<file path="src/rtl/pc_pkg.sv">
package pc_pkg;

  // One-hot selection of the next program counter source.
  typedef struct packed {
    logic selVec;
    logic selRet;
    logic selJump;
    logic selLow;
    logic selInc;
  } pcSel_t;

  localparam pcSel_t SEL_HOLD = '{selVec: 1'b0, selRet: 1'b0, selJump: 1'b0,
                                  selLow: 1'b0, selInc: 1'b0};

endpackage

</file>
<file path="src/rtl/pc_ctrl.sv">
module pc_ctrl
  import pc_pkg::*;
(
  input  logic   vecEn,
  input  logic   retEn,
  input  logic   jumpEn,
  input  logic   lowWrEn,
  input  logic   incEn,
  output pcSel_t sel
);

  // Fixed precedence: vector, return, jump, low write, increment.
  always_comb begin
    sel = SEL_HOLD;
    if (vecEn)        sel.selVec  = 1'b1;
    else if (retEn)   sel.selRet  = 1'b1;
    else if (jumpEn)  sel.selJump = 1'b1;
    else if (lowWrEn) sel.selLow  = 1'b1;
    else if (incEn)   sel.selInc  = 1'b1;
  end

endmodule

</file>
<file path="src/rtl/pc_hilatch.sv">
module pc_hilatch #(
  parameter int LATCH_W = 5
) (
  input  logic               clk,
  input  logic               rstN,
  input  logic               wrEn,
  input  logic [LATCH_W-1:0] wrData,
  output logic [LATCH_W-1:0] q
);

  always_ff @(posedge clk or negedge rstN) begin
    if (!rstN)     q <= '0;
    else if (wrEn) q <= wrData;
  end

endmodule

</file>
<file path="src/rtl/pc_datapath.sv">
module pc_datapath
  import pc_pkg::*;
#(
  parameter int              PC_W     = 13,
  parameter int              LOW_W    = 8,
  parameter int              LIT_W    = 11,
  parameter logic [PC_W-1:0] VEC_ADDR = 13'h0004,
  localparam int             HI_W     = PC_W - LOW_W
) (
  input  logic             clk,
  input  logic             rstN,
  input  pcSel_t           sel,
  input  logic [HI_W-1:0]  latchQ,
  input  logic [LOW_W-1:0] lowWrData,
  input  logic [LIT_W-1:0] jumpLit,
  input  logic [PC_W-1:0]  retAddr,
  output logic [PC_W-1:0]  pcQ
);

  logic [PC_W-1:0] pcNext;
  logic [PC_W-1:0] jumpTarget;
  logic [PC_W-1:0] lowTarget;

  // The upper bits come only from the holding register; no carry from the ALU.
  assign lowTarget = {latchQ, lowWrData};

  // Jump target: the literal, topped up from the upper holding bits if narrower.
  generate
    if (LIT_W >= PC_W) begin : g_fullLit
      assign jumpTarget = jumpLit[PC_W-1:0];
    end else begin : g_splitLit
      localparam int JHI_W = PC_W - LIT_W;
      assign jumpTarget = {latchQ[HI_W-1 -: JHI_W], jumpLit};
    end
  endgenerate

  always_comb begin
    unique case (1'b1)
      sel.selVec:  pcNext = VEC_ADDR;
      sel.selRet:  pcNext = retAddr;
      sel.selJump: pcNext = jumpTarget;
      sel.selLow:  pcNext = lowTarget;
      sel.selInc:  pcNext = pcQ + PC_W'(1);
      default:     pcNext = pcQ;
    endcase
  end

  always_ff @(posedge clk or negedge rstN) begin
    if (!rstN) pcQ <= '0;
    else       pcQ <= pcNext;
  end

endmodule

</file>
<file path="src/rtl/pc_unit.sv">
module pc_unit
  import pc_pkg::*;
#(
  parameter int              PC_W     = 13,
  parameter int              LOW_W    = 8,
  parameter int              LIT_W    = 11,
  parameter logic [PC_W-1:0] VEC_ADDR = 13'h0004,
  localparam int             HI_W     = PC_W - LOW_W
) (
  input  logic             clk,
  input  logic             rstN,
  input  logic             incEn,
  input  logic             lowWrEn,
  input  logic [LOW_W-1:0] lowWrData,
  input  logic             jumpEn,
  input  logic [LIT_W-1:0] jumpLit,
  input  logic             retEn,
  input  logic [PC_W-1:0]  retAddr,
  input  logic             vecEn,
  input  logic             latchWrEn,
  input  logic [HI_W-1:0]  latchWrData,
  output logic [PC_W-1:0]  pc,
  output logic [LOW_W-1:0] lowByte
);

  pcSel_t          sel;
  logic [HI_W-1:0] latchQ;

  pc_ctrl i_ctrl (
    .vecEn   (vecEn),
    .retEn   (retEn),
    .jumpEn  (jumpEn),
    .lowWrEn (lowWrEn),
    .incEn   (incEn),
    .sel     (sel)
  );

  pc_hilatch #(.LATCH_W(HI_W)) i_latch (
    .clk    (clk),
    .rstN   (rstN),
    .wrEn   (latchWrEn),
    .wrData (latchWrData),
    .q      (latchQ)
  );

  pc_datapath #(
    .PC_W(PC_W), .LOW_W(LOW_W), .LIT_W(LIT_W), .VEC_ADDR(VEC_ADDR)
  ) i_dp (
    .clk       (clk),
    .rstN      (rstN),
    .sel       (sel),
    .latchQ    (latchQ),
    .lowWrData (lowWrData),
    .jumpLit   (jumpLit),
    .retAddr   (retAddr),
    .pcQ       (pc)
  );

  assign lowByte = pc[LOW_W-1:0];

endmodule

</file>
<file path="config.mk">
export PLATFORM = sky130hd
export DESIGN_NAME = pc_unit
export DESIGN_NICKNAME = d
export VERILOG_FILES = /design/src/rtl/pc_pkg.sv /design/src/rtl/pc_ctrl.sv /design/src/rtl/pc_hilatch.sv /design/src/rtl/pc_datapath.sv /design/src/rtl/pc_unit.sv
export SDC_FILE = /design/constraint.sdc
export NUM_CORES = 1
export LEC_CHECK = 0
export BUFFER_PORTS_ARGS = -buffer_cell sky130_fd_sc_hd__buf_4
export CORE_MARGIN = 2
export CORE_UTILIZATION = 48
export DETAILED_ROUTE_END_ITERATION = 7
export PLACE_DENSITY = 0.85
export SYNTH_ARGS = -nofsm -noshare
export SYNTH_HDL_FRONTEND = slang
export SYNTH_SLANG_ARGS = --single-unit
</file>
<file path="constraint.sdc">
create_clock -name clk -period 4.7 [get_ports clk]
set_clock_uncertainty 0.2 [all_clocks]
set_input_delay 0.235 -clock clk [delete_from_list [all_inputs] [get_ports clk]]
set_output_delay 0.235 -clock clk [all_outputs]
set_load 0.01 [all_outputs]
</file>
==> impl_metrics.csv, run 1 <==
group,metric,value,unit
route,num_vias,1220,
setup_path,cp_max_fo,5,
sta,tns,0,ns
finish,fin_nets,239,
placement,dpl.cell_count,205,
synthesis,yosys.area_share.simple,17.74,%
placement,placed_area,0.001669,sq mm
clocking,ctsResizeCount,0,
synthesis,synth_top_family_by_area,"compound AO/OA/AOI/OAI gates",
clocking,clockRootBuffer,"clkbuf_4",
floorplanning,start_util,50.40,%
sta,rsz0062_at_grt,"false",
floorplanning,die-area,0.003026,sq mm
power_and_ir_drop,vdd.ir_drop.worst,0.2103,mV
flow_run,cap_viol_max_count,0,
sta,whs,0.007973,ns
clocking,h-tree-depth,1,
sta,period_share,35.60,%
finish,final-instance-count-excl-fill,221,
setup_path,path_buf_inv,0,
finish,seq_area,450.4,sq um
sta,max_freq,0.5977,GHz
floorplanning,die_w,55.01,um
synthesis,syn_inst,125,
setup_path,path_cells,"ha_1 -> nand3_1 -> nor4_2 -> xnor2_1 -> o22ai_1",
sta,maxSlewHeadroom,48.31,%
setup_path,criticalPathCategory,"reg -> reg",
synthesis,synth_compound_area_share,22.75,%
grt,gr-usage-all-layers,23.21,%
synthesis,ys_types,38,
setup_path,worst_path_largest_cell_delay,0.46,ns
clocking,cts_tree,"yes",
floorplanning,core_region_area,0.002477,sq mm
setup_path,cp.arrival,1.66,ns
sta,setup_violations,0,
worst_hold_path,hold_path_class,"in -> reg",
setup_path,cp_slowest_cell,"dfrtp_1",
grt,overflow,0,
clocking,clock_sinks,18,
finish,drive_gt1_share,41.36,%
floorplanning,die_height,55.01,um
status,outcome,"finished clean",
route,wl_per_cell,14.92,um
synthesis,synth_enable_flop_cells,0,
clocking,clkLatencyLatePin,0.30,ns
route,drc,0,
setup_path,worstSetupStartpointType,"flip-flop",
sta,drv_slew,0,
grt,grt_pass1_wl,5.002,mm
synthesis,synthArstFlopShare,100.0,%
finish,antenna_cells,0,
floorplanning,rows,18,
setup_path,end_kind,"flip-flop",
synthesis,ys_seq_area_share,36.07,%
setup_path,worstPathRequired,4.68,ns
synthesis,synthAdderAreaFrac,1.002,%
route,ant_nets,0,
synthesis,ys_seq_elements,18,
synthesis,synth_xor_area_share,7.014,%
power_and_ir_drop,leakage,0.8046,nW
finish,multi_input_area,681.9,sq um
sta,worst_pin_slew,0.7737,ns
clocking,clkTransAtPathRegs,0.10,ns
finish,fill_cells,188,
clocking,cts_setup_buffers,0,
route,viasPerCell,5.520,
route,drt_iter0_markers,17,
finish,finalInstanceArea,0.001822,sq mm
finish,area_growth,45.89,%
route,wl,3.297,mm
sta,final.min_clock_period,1.673,ns
grt,grt_pass1_vias,1145,
synthesis,synth_flop_cell,"dfrtp_1",
placement,numPortBuffers,65,
floorplanning,ioPinCount,66,
sta,hold_violations,0,
grt,grt_max_degree,21,
setup_path,critPathLaunch,"i_dp.pcQ[0]",
route,first_pass_iters,4,
synthesis,synth_area_per_cell,9.990,sq um
clocking,cts_buffers,3,
synthesis,synthMuxAreaShare,6.112,%
setup_path,crit_family,"flip-flops",
placement,gp_congestion,0.8079,
grt,antenna_found_initial,0,
placement,dpl.hpwl,2.399,mm
clocking,clk_path_buf_depth,2,
synthesis,syn_area,0.001249,sq mm
synthesis,yosysWarnings,0,
power_and_ir_drop,power_density,207.9,mW/mm^2
synthesis,syn_nets,171,
setup_path,r2r-start,"i_dp.pcQ[0]",
worst_hold_path,worstHoldStart,"latchWrEn",
-- routing by layer --
metal | vias up | routed length [um] | global-route usage [%]
met2 | 59 | 1586 | 40.87
li1 | 590 | - | -
met5 | - | 0 | 0
met3 | 3 | 283 | 3.763
met4 | 0 | 31 | 6.098
met1 | 568 | 1396 | 29.39
-- report_power, final --
group / internal [W] / switching [W] / total (W)
combinational: 0.0000686 / 0.0000479 / 0.000117
clock: 0.0000299 / 0.0000491 / 0.0000791
sequential: 0.000167 / 0.0000157 / 0.000183
total: 0.000266 / 0.000113 / 0.000379
-- cell usage after synthesis, drive strengths merged (4+ instances only) --
cell / count / area share (%)
a22oi: 11 / 6.6
buf: 14 / 8.1
dfrtp: 18 / 36
mux2: 5 / 4.5
nand2: 9 / 2.7
nand4: 4 / 3.0
nor2: 9 / 2.7
o21ai: 6 / 2.4
o221ai: 5 / 6.0
xnor2: 7 / 4.9
-- final cells by class --
class	count	area share, %
flip-flops and latches	18	24.73
clock buffers	3	1.236
repair buffers	78	33.93
multi-input cells	89	37.43
well taps	30	2.060
inverters	3	0.6181
-- per-stage QoR --
stage	util, %	power (W)	setup WS (ns)
after floorplan	-	0.0002394	3.114
after global placement	67.37	0.0002919	2.930
after detailed placement	67.37	0.0002944	2.916
after CTS	73.54	0.0003805	3.023
after global routing	73.54	0.0004013	2.865
final	73.54	0.0003787	3.027
-- final timing paths --
| check | to | depth (start not counted) | slack (ns) |
|---|---|---|---|
| max in group asynchronous | i_dp.pcQ[7] | 2 | 3.96 |
| min in group asynchronous | i_dp.pcQ[1] | 2 | 0.13 |
| worst max-delay path | i_dp.pcQ[12] | 5 | 3.03 |
| worst min register to register | i_latch.q[3] | 1 | 0.30 |
| worst max register to register | i_dp.pcQ[12] | 5 | 3.03 |
| worst min-delay path | i_latch.q[3] | 2 | 0.008 |
-- kinds of logic (layout without fill, tap and decap cells) --
| kind of cell | count (synthesis) | after routing |
|---|---|---|
| compound gates | 35 | 35 |
| xor+xnor | 10 | 10 |
| fa+ha+maj | 1 | 1 |
| buf+inv | 18 | 84 |
| flops | 18 | 18 |
| mux | 7 | 7 |
| simple gates | 36 | 36 |
-- state kept, by name, indices dropped and copies added, names as in the netlist --
| signal | flops |
|---|---|
| i_latch.q | 5 |
| i_dp.pcQ | 13 |
-- cells in the final DEF (no fill, tap or decap), drive strengths merged, types with 2 or more instances in the layout --
cell type and instances:
o21ai 6, mux2 5, nand4 4, dlygate4sd3 13, nand3 3, o22ai 2, nand2 9, xnor2 7
a2bb2oi 2, nor4 2, nor3 3, mux2i 2, dfrtp 18, buf 65, inv 3, a22oi 11
clkbuf 3, o221ai 5, nor2 9, xor2 3, a21oi 3
-- repair_timing --
| action | CTS | global route |
|---|---|---|
| hold buffers | 13 | 0 |
| hold endpoints to repair | 30 | 0 |
| endpoints found under the setup margin | 0 | 0 |
-- worst register-to-register path, delay by kind of cell (launching register included) --
| family | cells | cell delay (ns) |
|---|---|---|
| adders and majority gates | 1 | 0.25 |
| xor gates and xnor gates | 1 | 0.16 |
| and+or+nand+nor | 2 | 0.39 |
| DFF | 1 | 0.46 |
| AOI/OAI and AO/OA | 1 | 0.10 |
Power figures use the tool's default switching activity.
==> inputs of run 2 (changes only) <==
CORE_UTILIZATION = 45   (was 48)
PLACE_DENSITY = 0.8   (was 0.85)
clock period = 1.6 ns   (was 4.7 ns; I/O delays follow)
==> run 2 against run 1 <==
The run now ends with negative hold slack, negative setup slack left. Cell area increased by 31%. Sequential power increased to 2.9 times the previous value. Fmax rose by 1.6%. Register-to-register slack lost 3.1 ns. Critical path type unchanged. Critical endpoint unchanged.
==> impl_metrics.csv, run 2 (synthesis results as in run 1) <==
group,metric,value,unit
grt,antenna_found_initial,0,
grt,grt_pass1_vias,1624,
grt,overflow,0,
clocking,clock_sinks,18,
finish,largest_reg_flops,13,
floorplanning,start_util,46.48,%
route,first_pass_iters,4,
power_and_ir_drop,combPwrFrac,37.2,%
finish,drive_gt1_share,42.98,%
grt,gr-usage-all-layers,31.51,%
placement,place_ws,-0.01252,ns
sta,whs,-0.02372,ns
setup_path,worstSetupStartpointType,"flip-flop",
route,num_vias,1582,
worst_hold_path,hold_path_class,"in -> reg",
setup_path,criticalPathCategory,"reg -> reg",
sta,worst_pin_slew,0.9180,ns
grt,grt_pass1_wl,7.590,mm
route,viasPerCell,5.795,
power_and_ir_drop,clkPwrFrac,24.2,%
power_and_ir_drop,switching_share,32.32,%
setup_path,cp.arrival,1.66,ns
finish,reg_top3,"i_dp.pcQ x13, i_latch.q x5",
clocking,clkLatencyLatePin,0.34,ns
route,wl_per_cell,19.93,um
floorplanning,die_height,56.68,um
finish,final-instance-count-excl-fill,273,
sta,final.min_clock_period,1.646,ns
clocking,clk_path_buf_depth,2,
finish,finalInstanceArea,0.002382,sq mm
setup_path,worstPathRequired,1.62,ns
sta,setup_violations,8,
placement,placed_area,0.001760,sq mm
grt,grt_max_degree,19,
finish,final_common_cell,"buf_4",
power_and_ir_drop,power.switching,0.0004427,W
finish,area_growth,90.78,%
sta,period_share,102.9,%
power_and_ir_drop,leakage,1.081,nW
floorplanning,core_region_area,0.002686,sq mm
clocking,cts_tree,"yes",
finish,fin_nets,289,
floorplanning,die-area,0.003212,sq mm
setup_path,cp_max_fo,4,
sta,drv_slew,0,
placement,dpl.hpwl,2.625,mm
floorplanning,ioPinCount,66,
status,violations,"negative hold slack, negative setup slack",
setup_path,critPathLaunch,"i_dp.pcQ[1]",
sta,timing.final.ws_setup,-0.04647,ns
clocking,h-tree-depth,1,
setup_path,end_kind,"flip-flop",
power_and_ir_drop,power_density,575.0,mW/mm^2
floorplanning,die_w,56.68,um
placement,numPortBuffers,65,
sta,hold_violations,1,
floorplanning,rows,19,
power_and_ir_drop,p_seq_share,38.7,%
sta,max_freq,0.6074,GHz
finish,fill_cells,116,
route,ant_nets,0,
route,wl,5.440,mm
sta,maxSlewHeadroom,38.68,%
worst_hold_path,worstHoldStart,"retEn",
status,outcome,"finished with violations",
placement,dpl.cell_count,218,
route,drt_iter0_markers,130,
power_and_ir_drop,vdd.ir_drop.worst,0.7049,mV
clocking,cts_buffers,3,
route,drc,0,
finish,antenna_cells,0,
finish,mostFrequentLayoutCells,"82 x buf_4, 46 x dlygate4sd3_1, 18 x dfrtp_1, 11 x a22oi_1, 9 x nand2_1",
clocking,clockRootBuffer,"clkbuf_4",
setup_path,r2r-start,"i_dp.pcQ[1]",
clocking,clkTransAtPathRegs,0.13,ns
power_and_ir_drop,cellInternalPower,0.0009272,W
sta,rsz0062_at_grt,"true",
flow_run,cap_viol_max_count,0,
placement,gp_congestion,0.8693,
finish,top_register,"i_dp.pcQ",
==> run 2: area by class of cell <==
cell class / instances / area [sq um] / share of cell area [%]
flip-flops and latches: 18 / 450.4 / 18.91
clock buffers: 4 / 36.28 / 1.523
inverters: 3 / 11.26 / 0.4727
well taps: 31 / 38.79 / 1.628
multi-input cells: 89 / 769.5 / 32.30
repair buffers: 128 / 1076 / 45.17
==> run 2: per-layer routing <==
metal / global-route usage, % / vias to the layer above / routed length [um]
met5: 0 / - / 0
met1: 32.94 / 767 / 1997
met4: 15.99 / 0 / 199
met2: 60.13 / 102 / 2950
li1: - / 694 / -
met3: 4.147 / 19 / 292
==> run 2: repair_timing <==
item	CTS	global route
buffers inserted	1	4
pin swaps	1	13
resized for setup	1	13
hold buffers	48	2
hold endpoints to repair	36	4
setup endpoints to repair	3	10
==> run 2: critical path, stage by stage (launching register included) <==
cell     delay, ns
dfrtp_1       0.42
ha_4          0.19
nand3_4       0.11
nor4_4        0.32
xnor2_1       0.17
o22ai_1       0.11
==> run 2: final timing paths <==
path                                 to  slack, ns  cells past startpoint
max                        i_dp.pcQ[12]      -0.05                      5
max in group asynchronous   i_dp.pcQ[5]       0.51                      3
max reg2reg                i_dp.pcQ[12]      -0.05                      5
min                        i_dp.pcQ[12]      -0.02                      3
min in group asynchronous  i_latch.q[3]       0.48                      3
min reg2reg                i_latch.q[0]       0.31                      1
==> run 2: stage by stage <==
stage	setup TNS [ns]	power, W	utilization [%]
2_1_floorplan	0	0.0007032	-
4_1_cts	0	0.001299	85.14
6_report	-0.1626	0.001370	88.68
3_5_place_dp	-0.02448	0.0008982	65.53
5_1_grt	-0.4129	0.001416	88.68
3_3_place_gp	0	0.0008864	65.53
==> run 2: power by group through the flow <==
stage                     combinational [W]  clock, W  sequential, W
final                              0.000509  0.000331       0.000530
after global routing               0.000542  0.000341       0.000533
after CTS                          0.000476  0.000303       0.000520
after detailed placement           0.000369         0       0.000529
after global placement             0.000359         0       0.000527
after floorplan                    0.000154         0       0.000549
